**src/rtl/cfgp_pkg.sv**
```systemverilog
package cfgp_pkg;
  localparam int ADDR_W = 10;
  localparam int DATA_W = 16;

  typedef struct packed {
    logic [ADDR_W-1:0] addr;
    logic [DATA_W-1:0] data;
  } wr_req_t;
endpackage

```
**src/rtl/cfgp_rst_sync.sv**
```systemverilog
module cfgp_rst_sync #(
  parameter int STAGES = 2
) (
  input  logic clk,
  input  logic rst_n,
  output logic rst_q
);
  logic [STAGES-1:0] chain_q;

  always_ff @(posedge clk or negedge rst_n) begin
    if (!rst_n) chain_q <= '0;
    else        chain_q <= {chain_q[STAGES-2:0], 1'b1};
  end

  assign rst_q = chain_q[STAGES-1];
endmodule

```
**src/rtl/cfgp_strobe_sync.sv**
```systemverilog
module cfgp_strobe_sync #(
  parameter int STAGES = 2
) (
  input  logic clk,
  input  logic rst_n,
  input  logic strobe,
  output logic fire
);
  logic [STAGES:0] sh_q, sh_d;

  always_comb sh_d = {sh_q[STAGES-1:0], strobe};

  always_ff @(posedge clk or negedge rst_n) begin
    if (!rst_n) sh_q <= '0;
    else        sh_q <= sh_d;
  end

  assign fire = sh_q[STAGES-1] & ~sh_q[STAGES];
endmodule

```
**src/rtl/cfgp_regfile.sv**
```systemverilog
module cfgp_regfile import cfgp_pkg::*; #(
  parameter int NUM_CW = 32
) (
  input  logic                     clk,
  input  logic                     rst_n,
  input  logic                     we,
  input  logic [ADDR_W-2:0]        waddr,
  input  logic [DATA_W-1:0]        wdata,
  input  logic [ADDR_W-2:0]        raddr,
  output logic [DATA_W-1:0]        rdata,
  output logic [NUM_CW*DATA_W-1:0] words_flat
);
  localparam int AW = ADDR_W - 1;

  for (genvar i = 0; i < NUM_CW; i++) begin : g_word
    logic [DATA_W-1:0] word_q, word_d;
    logic              hit;

    assign hit = we && (waddr == AW'(i));

    always_comb begin
      word_d = word_q;
      if (hit) word_d = wdata;
    end

    always_ff @(posedge clk or negedge rst_n) begin
      if (!rst_n)   word_q <= '0;
      else if (hit) word_q <= word_d;
    end

    assign words_flat[i*DATA_W +: DATA_W] = word_q;
  end

  always_comb begin
    rdata = '0;
    for (int k = 0; k < NUM_CW; k++) begin
      if (raddr == AW'(k)) rdata = words_flat[k*DATA_W +: DATA_W];
    end
  end
endmodule

```
**src/rtl/cfgp_freq_dbuf.sv**
```systemverilog
module cfgp_freq_dbuf #(
  parameter int FREQ_W = 30,
  parameter int LO_W   = 16
) (
  input  logic                   clk,
  input  logic                   rst_n,
  input  logic [FREQ_W-LO_W-1:0] hold_hi,
  input  logic [LO_W-1:0]        hold_lo,
  input  logic [LO_W-1:0]        new_lo,
  input  logic                   load_lo,
  input  logic                   sync_take,
  output logic [FREQ_W-1:0]      freq_q
);
  logic [FREQ_W-1:0] freq_d;
  logic              freq_en;

  assign freq_en = load_lo | sync_take;

  always_comb begin
    freq_d = freq_q;
    if (sync_take) freq_d = {hold_hi, hold_lo};
    if (load_lo)   freq_d = {hold_hi, new_lo};
  end

  always_ff @(posedge clk or negedge rst_n) begin
    if (!rst_n)       freq_q <= '0;
    else if (freq_en) freq_q <= freq_d;
  end
endmodule

```
**src/rtl/cfg_dbuf_port.sv**
```systemverilog
module cfg_dbuf_port import cfgp_pkg::*; #(
  parameter int NUM_CW      = 32,
  parameter int FREQ_W      = 30,
  parameter int HI_IDX      = 2,
  parameter int LO_IDX      = 3,
  parameter int SYNC_IDX    = 22,
  parameter int SYNC_BIT    = 0,
  parameter int SYNC_STAGES = 2,
  parameter int RST_STAGES  = 2
) (
  input  logic                     clk,
  input  logic                     rst_n,
  input  logic                     bus_cs,
  input  logic                     bus_wr,
  input  logic                     bus_rd,
  input  logic [ADDR_W-1:0]        bus_addr,
  input  logic [DATA_W-1:0]        bus_wdata,
  output logic [DATA_W-1:0]        bus_rdata,
  input  logic                     sync_in,
  output logic [FREQ_W-1:0]        rsmp_freq,
  output logic [NUM_CW*DATA_W-1:0] ctrl_flat,
  output logic                     coef_we,
  output logic [ADDR_W-2:0]        coef_addr,
  output logic [DATA_W-1:0]        coef_data
);
  localparam int HI_W = FREQ_W - DATA_W;

  logic          rst_q;
  logic          wr_fire;
  wr_req_t       req;
  logic          is_coef;
  logic          ctrl_we;
  logic          load_lo;
  logic          sync_take;
  logic [DATA_W-1:0] rd_word;
  logic          coef_we_d;
  logic [ADDR_W-2:0] coef_addr_d;
  logic [DATA_W-1:0] coef_data_d;

  cfgp_rst_sync #(.STAGES(RST_STAGES)) u_rst (
    .clk(clk), .rst_n(rst_n), .rst_q(rst_q)
  );

  cfgp_strobe_sync #(.STAGES(SYNC_STAGES)) u_wsync (
    .clk(clk), .rst_n(rst_q), .strobe(bus_cs & bus_wr), .fire(wr_fire)
  );

  assign req.addr = bus_addr;
  assign req.data = bus_wdata;
  assign is_coef  = req.addr[ADDR_W-1];
  assign ctrl_we  = wr_fire & ~is_coef;
  assign load_lo  = ctrl_we && (req.addr == ADDR_W'(LO_IDX));
  assign sync_take = sync_in & ctrl_flat[SYNC_IDX*DATA_W + SYNC_BIT];

  cfgp_regfile #(.NUM_CW(NUM_CW)) u_regs (
    .clk(clk), .rst_n(rst_q), .we(ctrl_we),
    .waddr(req.addr[ADDR_W-2:0]), .wdata(req.data),
    .raddr(bus_addr[ADDR_W-2:0]), .rdata(rd_word),
    .words_flat(ctrl_flat)
  );

  cfgp_freq_dbuf #(.FREQ_W(FREQ_W), .LO_W(DATA_W)) u_freq (
    .clk(clk), .rst_n(rst_q),
    .hold_hi(ctrl_flat[HI_IDX*DATA_W +: HI_W]),
    .hold_lo(ctrl_flat[LO_IDX*DATA_W +: DATA_W]),
    .new_lo(req.data), .load_lo(load_lo), .sync_take(sync_take),
    .freq_q(rsmp_freq)
  );

  assign bus_rdata = (bus_cs && bus_rd && !is_coef) ? rd_word : '0;

  always_comb begin
    coef_we_d   = wr_fire & is_coef;
    coef_addr_d = coef_addr;
    coef_data_d = coef_data;
    if (coef_we_d) begin
      coef_addr_d = req.addr[ADDR_W-2:0];
      coef_data_d = req.data;
    end
  end

  always_ff @(posedge clk or negedge rst_q) begin
    if (!rst_q) begin
      coef_we   <= 1'b0;
      coef_addr <= '0;
      coef_data <= '0;
    end else begin
      coef_we <= coef_we_d;
      if (coef_we_d) begin
        coef_addr <= coef_addr_d;
        coef_data <= coef_data_d;
      end
    end
  end
endmodule

```
**config.mk**
```make
export PLATFORM = sky130hd
export DESIGN_NAME = cfg_dbuf_port
export DESIGN_NICKNAME = d
export VERILOG_FILES = /design/src/rtl/cfgp_pkg.sv /design/src/rtl/cfgp_rst_sync.sv /design/src/rtl/cfgp_strobe_sync.sv /design/src/rtl/cfgp_regfile.sv /design/src/rtl/cfgp_freq_dbuf.sv /design/src/rtl/cfg_dbuf_port.sv
export SDC_FILE = /design/constraint.sdc
export NUM_CORES = 1
export LEC_CHECK = 0
export BUFFER_PORTS_ARGS = -buffer_cell sky130_fd_sc_hd__clkbuf_2
export CAP_MARGIN = 30
export CORE_MARGIN = 10
export CORE_UTILIZATION = 25
export DETAILED_ROUTE_END_ITERATION = 10
export SYNTH_ARGS = -nofsm -noshare
export SYNTH_HDL_FRONTEND = slang
export SYNTH_SLANG_ARGS = --single-unit
```
**constraint.sdc**
```tcl
create_clock -name clk -period 25.7 [get_ports clk]
set_input_delay 1.285 -clock clk [delete_from_list [all_inputs] [get_ports clk]]
set_output_delay 1.285 -clock clk [all_outputs]
set_load 0.02 [all_outputs]
```
==> results.cfg <==
[synthesis]
synthesis.nets = 2091
synth_area_per_cell_um2 = 12.6
yosysTopAreaCell = dfrtp_1
postSynthCellCount = 2059
async_flop_share_pct = 100
ys_ff_latch = 573
synth_top_area_share_pct = 55.3
synth_edf_count = 0
synth_flop_cell = dfrtp_1
synth_common_cells = dfrtp_1 (573), mux2_2 (551), nand2_1 (159), clkbuf_1 (130), nor2_1 (79)
ys_types = 71
netlist_area_um2 = 25900
yosys_warnings = 0
synth.most_common_cell = dfrtp_1
synth.yosys.seq_area_share_pct = 55.3
synthTopCellsByArea = dfrtp_1 (55%), mux2_2 (24%), nand2_1 (2.3%)

[clock_network]
clock-root-buffer = clkbuf_16
tritoncts = yes
clkSinkCount = 573
cts-buffers-inserted = 61
post_cts_resized = 0
htree_num_levels = 2
cts_setup_buffers = 0
clkTransAtPathRegs_ns = 0.06
clk_latency_ns = 0.65
cts_hold_buf = 0
max-clock-path-buffers = 3

[floorplanning]
die_h_um = 342
initial_utilization_pct = 25.1
dieArea_um2 = 117000
dieWidth_um = 342
std_cell_rows = 118
core_um2 = 103000
io_pins = 616

[layout]
antenna_cells = 0
instances_no_fill = 4048
seq_area_um2 = 14300
final_nets = 2658
drive_gt1_share_pct = 51.0
fill_cells = 10600
area_growth_pct = 26.6
multi_input_area_um2 = 10800

[sta]
clock_skew_ns = 0.0215
drv_slew = 0
hold_viol = 0
fmax_mhz = 144
min_period_over_period_pct = 27.1
fin_crit_ns = 6.97
tns_ns = 0
worstMarginPinSlew_ns = 1.07
relSlewSlack_pct = 28.6
setup_viol = 0
rsz0062_at_grt = false

[pwr]
irDropWorstVdd_v = 0.0000495
power_density_nw_per_um2 = 59.7
p_leak_nw = 16.9

[hold_path]
holdCritPathClass = register to async pin

[grt]
antenna_found_initial = 0
grt_pass1_wl_um = 189000
globalRouteOverflowTotal = 0
grt_pass1_vias = 21500
grt.total_usage_pct = 23.0
grt_start_max_net_pins = 71

[route]
drcViolationCount = 0
ant_nets = 0
post_drt_wl_per_cell_um = 34.7
drtIter0Drc = 2022
dr.pass1.iters = 6
routed_via_density = 5.30
vias = 21400
wl_um = 140000

[run_status]
status = completed

[placement]
dp_hpwl_um = 109000
port_buffers = 615
place_inst = 3937
gp_congestion = 0.973

[worst_setup_path]
arrival_ns = 5.68
cp-start-kind = input pin
cp.required_ns = 24.41
cp-end-kind = output port
crit_fanout = 41
critPathKind = input pin to output port

[flow_run]
cap_violations = 0
[layer usage]
metal,part of all wire [%],global-route usage (%),wire (µm)
met1,37,26.6,51500
met2,44,35.3,61800
met3,15,13.0,20900
met4,4.3,8.27,6040
met5,0,0,0
[critical path: stages]
cell and delay (ns):
buf_4 0.45, buf_4 0.55, nand3b_1 0.61, nor3_2 1.04, a22oi_1 0.22, nand4_1 0.24, a21oi_1 0.14, o311a_1 0.40
o41ai_2 0.44, clkbuf_2 0.24
[power by group]
| group | internal (mW) | switching (mW) | total [mW] |
|---|---|---|---|
| Clock | 0.534 | 0.384 | 0.918 |
| Combinational | 0.0249 | 0.0909 | 0.116 |
| Sequential | 0.915 | 0.0110 | 0.926 |
[layout by cell type, fill, tap and decap left out, types with 7 or more instances in the layout]
cell and n:
buf_8 12, o22a_1 7, o21ai_0 70, buf_16 8, nor3_2 10, nor2b_1 8, nand3_1 19, clkbuf_2 614
clkbuf_16 62, a221o_1 10, bufinv_16 7, a222oi_1 10, buf_4 45, clkbuf_8 11, a211oi_1 14, o22ai_1 23
o221ai_1 20, nor2_2 7, a221oi_1 41, nand2_1 159, clkinv_2 10, a31oi_1 8, o211ai_1 7, nor2_1 74
dfrtp_1 572, mux2_2 551, a22oi_1 54, mux2i_1 18, clkbuf_1 12, a22o_1 17, nand2b_1 7, a21oi_1 61
nor3_1 14
[flip-flops by register name, summed over array words and instances (netlist names)]
| register | flops |
|---|---|
| u_wsync.sh_q | 3 |
| coef_we | 1 |
| u_regs.g_word.word_q | 512 |
| coef_addr | 9 |
| u_rst.chain_q | 2 |
| u_freq.freq_q | 30 |
| coef_data | 16 |
[cell families (layout without fill, tap and decap cells)]
family                 count (synthesis)  after routing  synth area share, %
other                                  1              1               0.0145
AO/OA/AOI/OAI                        390            390                 10.7
buffers and inverters                185            794                 3.07
AND/OR/NAND/NOR                      338            338                 6.00
flip-flops                           573            573                 55.3
multiplexers                         572            572                 24.9
[path summary, 6_finish.rpt]
check / cells past startpoint / endpoint / start / slack (ns)
setup / recovery: 10 / bus_rdata[12] / bus_addr[1] / 18.73
hold reg to reg: 0 / u_freq.freq_q[26] / u_rst.chain_q[1] / 0.34
hold / removal: 0 / u_freq.freq_q[26] / u_rst.chain_q[1] / 0.34
min in group clk: 0 / u_wsync.sh_q[1] / u_wsync.sh_q[0] / 0.35
max in group asynchronous: 2 / coef_data[2] / u_rst.chain_q[1] / 23.33
setup reg to reg: 6 / u_freq.freq_q[12] / u_wsync.sh_q[2] / 23.03
[area by class of cell]
cell class | count | area share, %
Sequential cell | 573 | 43.7
Multi-Input combinational cell | 1301 | 33.0
Timing Repair Buffer | 683 | 11.8
Tap cell | 1380 | 5.26
Clock buffer | 84 | 5.25
Clock inverter | 21 | 0.896
Inverter | 6 | 0.0687
[through the flow]
step	worst slack, ns	utilization (%)	cell area, µm²	hold WS, ns	power [mW]
global placement	19.07	29.4	30300	0.332	1.06
global route	18.65	31.8	32800	0.358	2.01
finish	18.73	31.8	32800	0.335	1.96
detailed placement	18.87	29.7	30700	0.336	1.06
CTS	18.83	31.7	32700	0.350	1.97
floorplan	8.55	-	25900	0.331	1.00
Note: power is estimated with default switching activity, not from simulation.
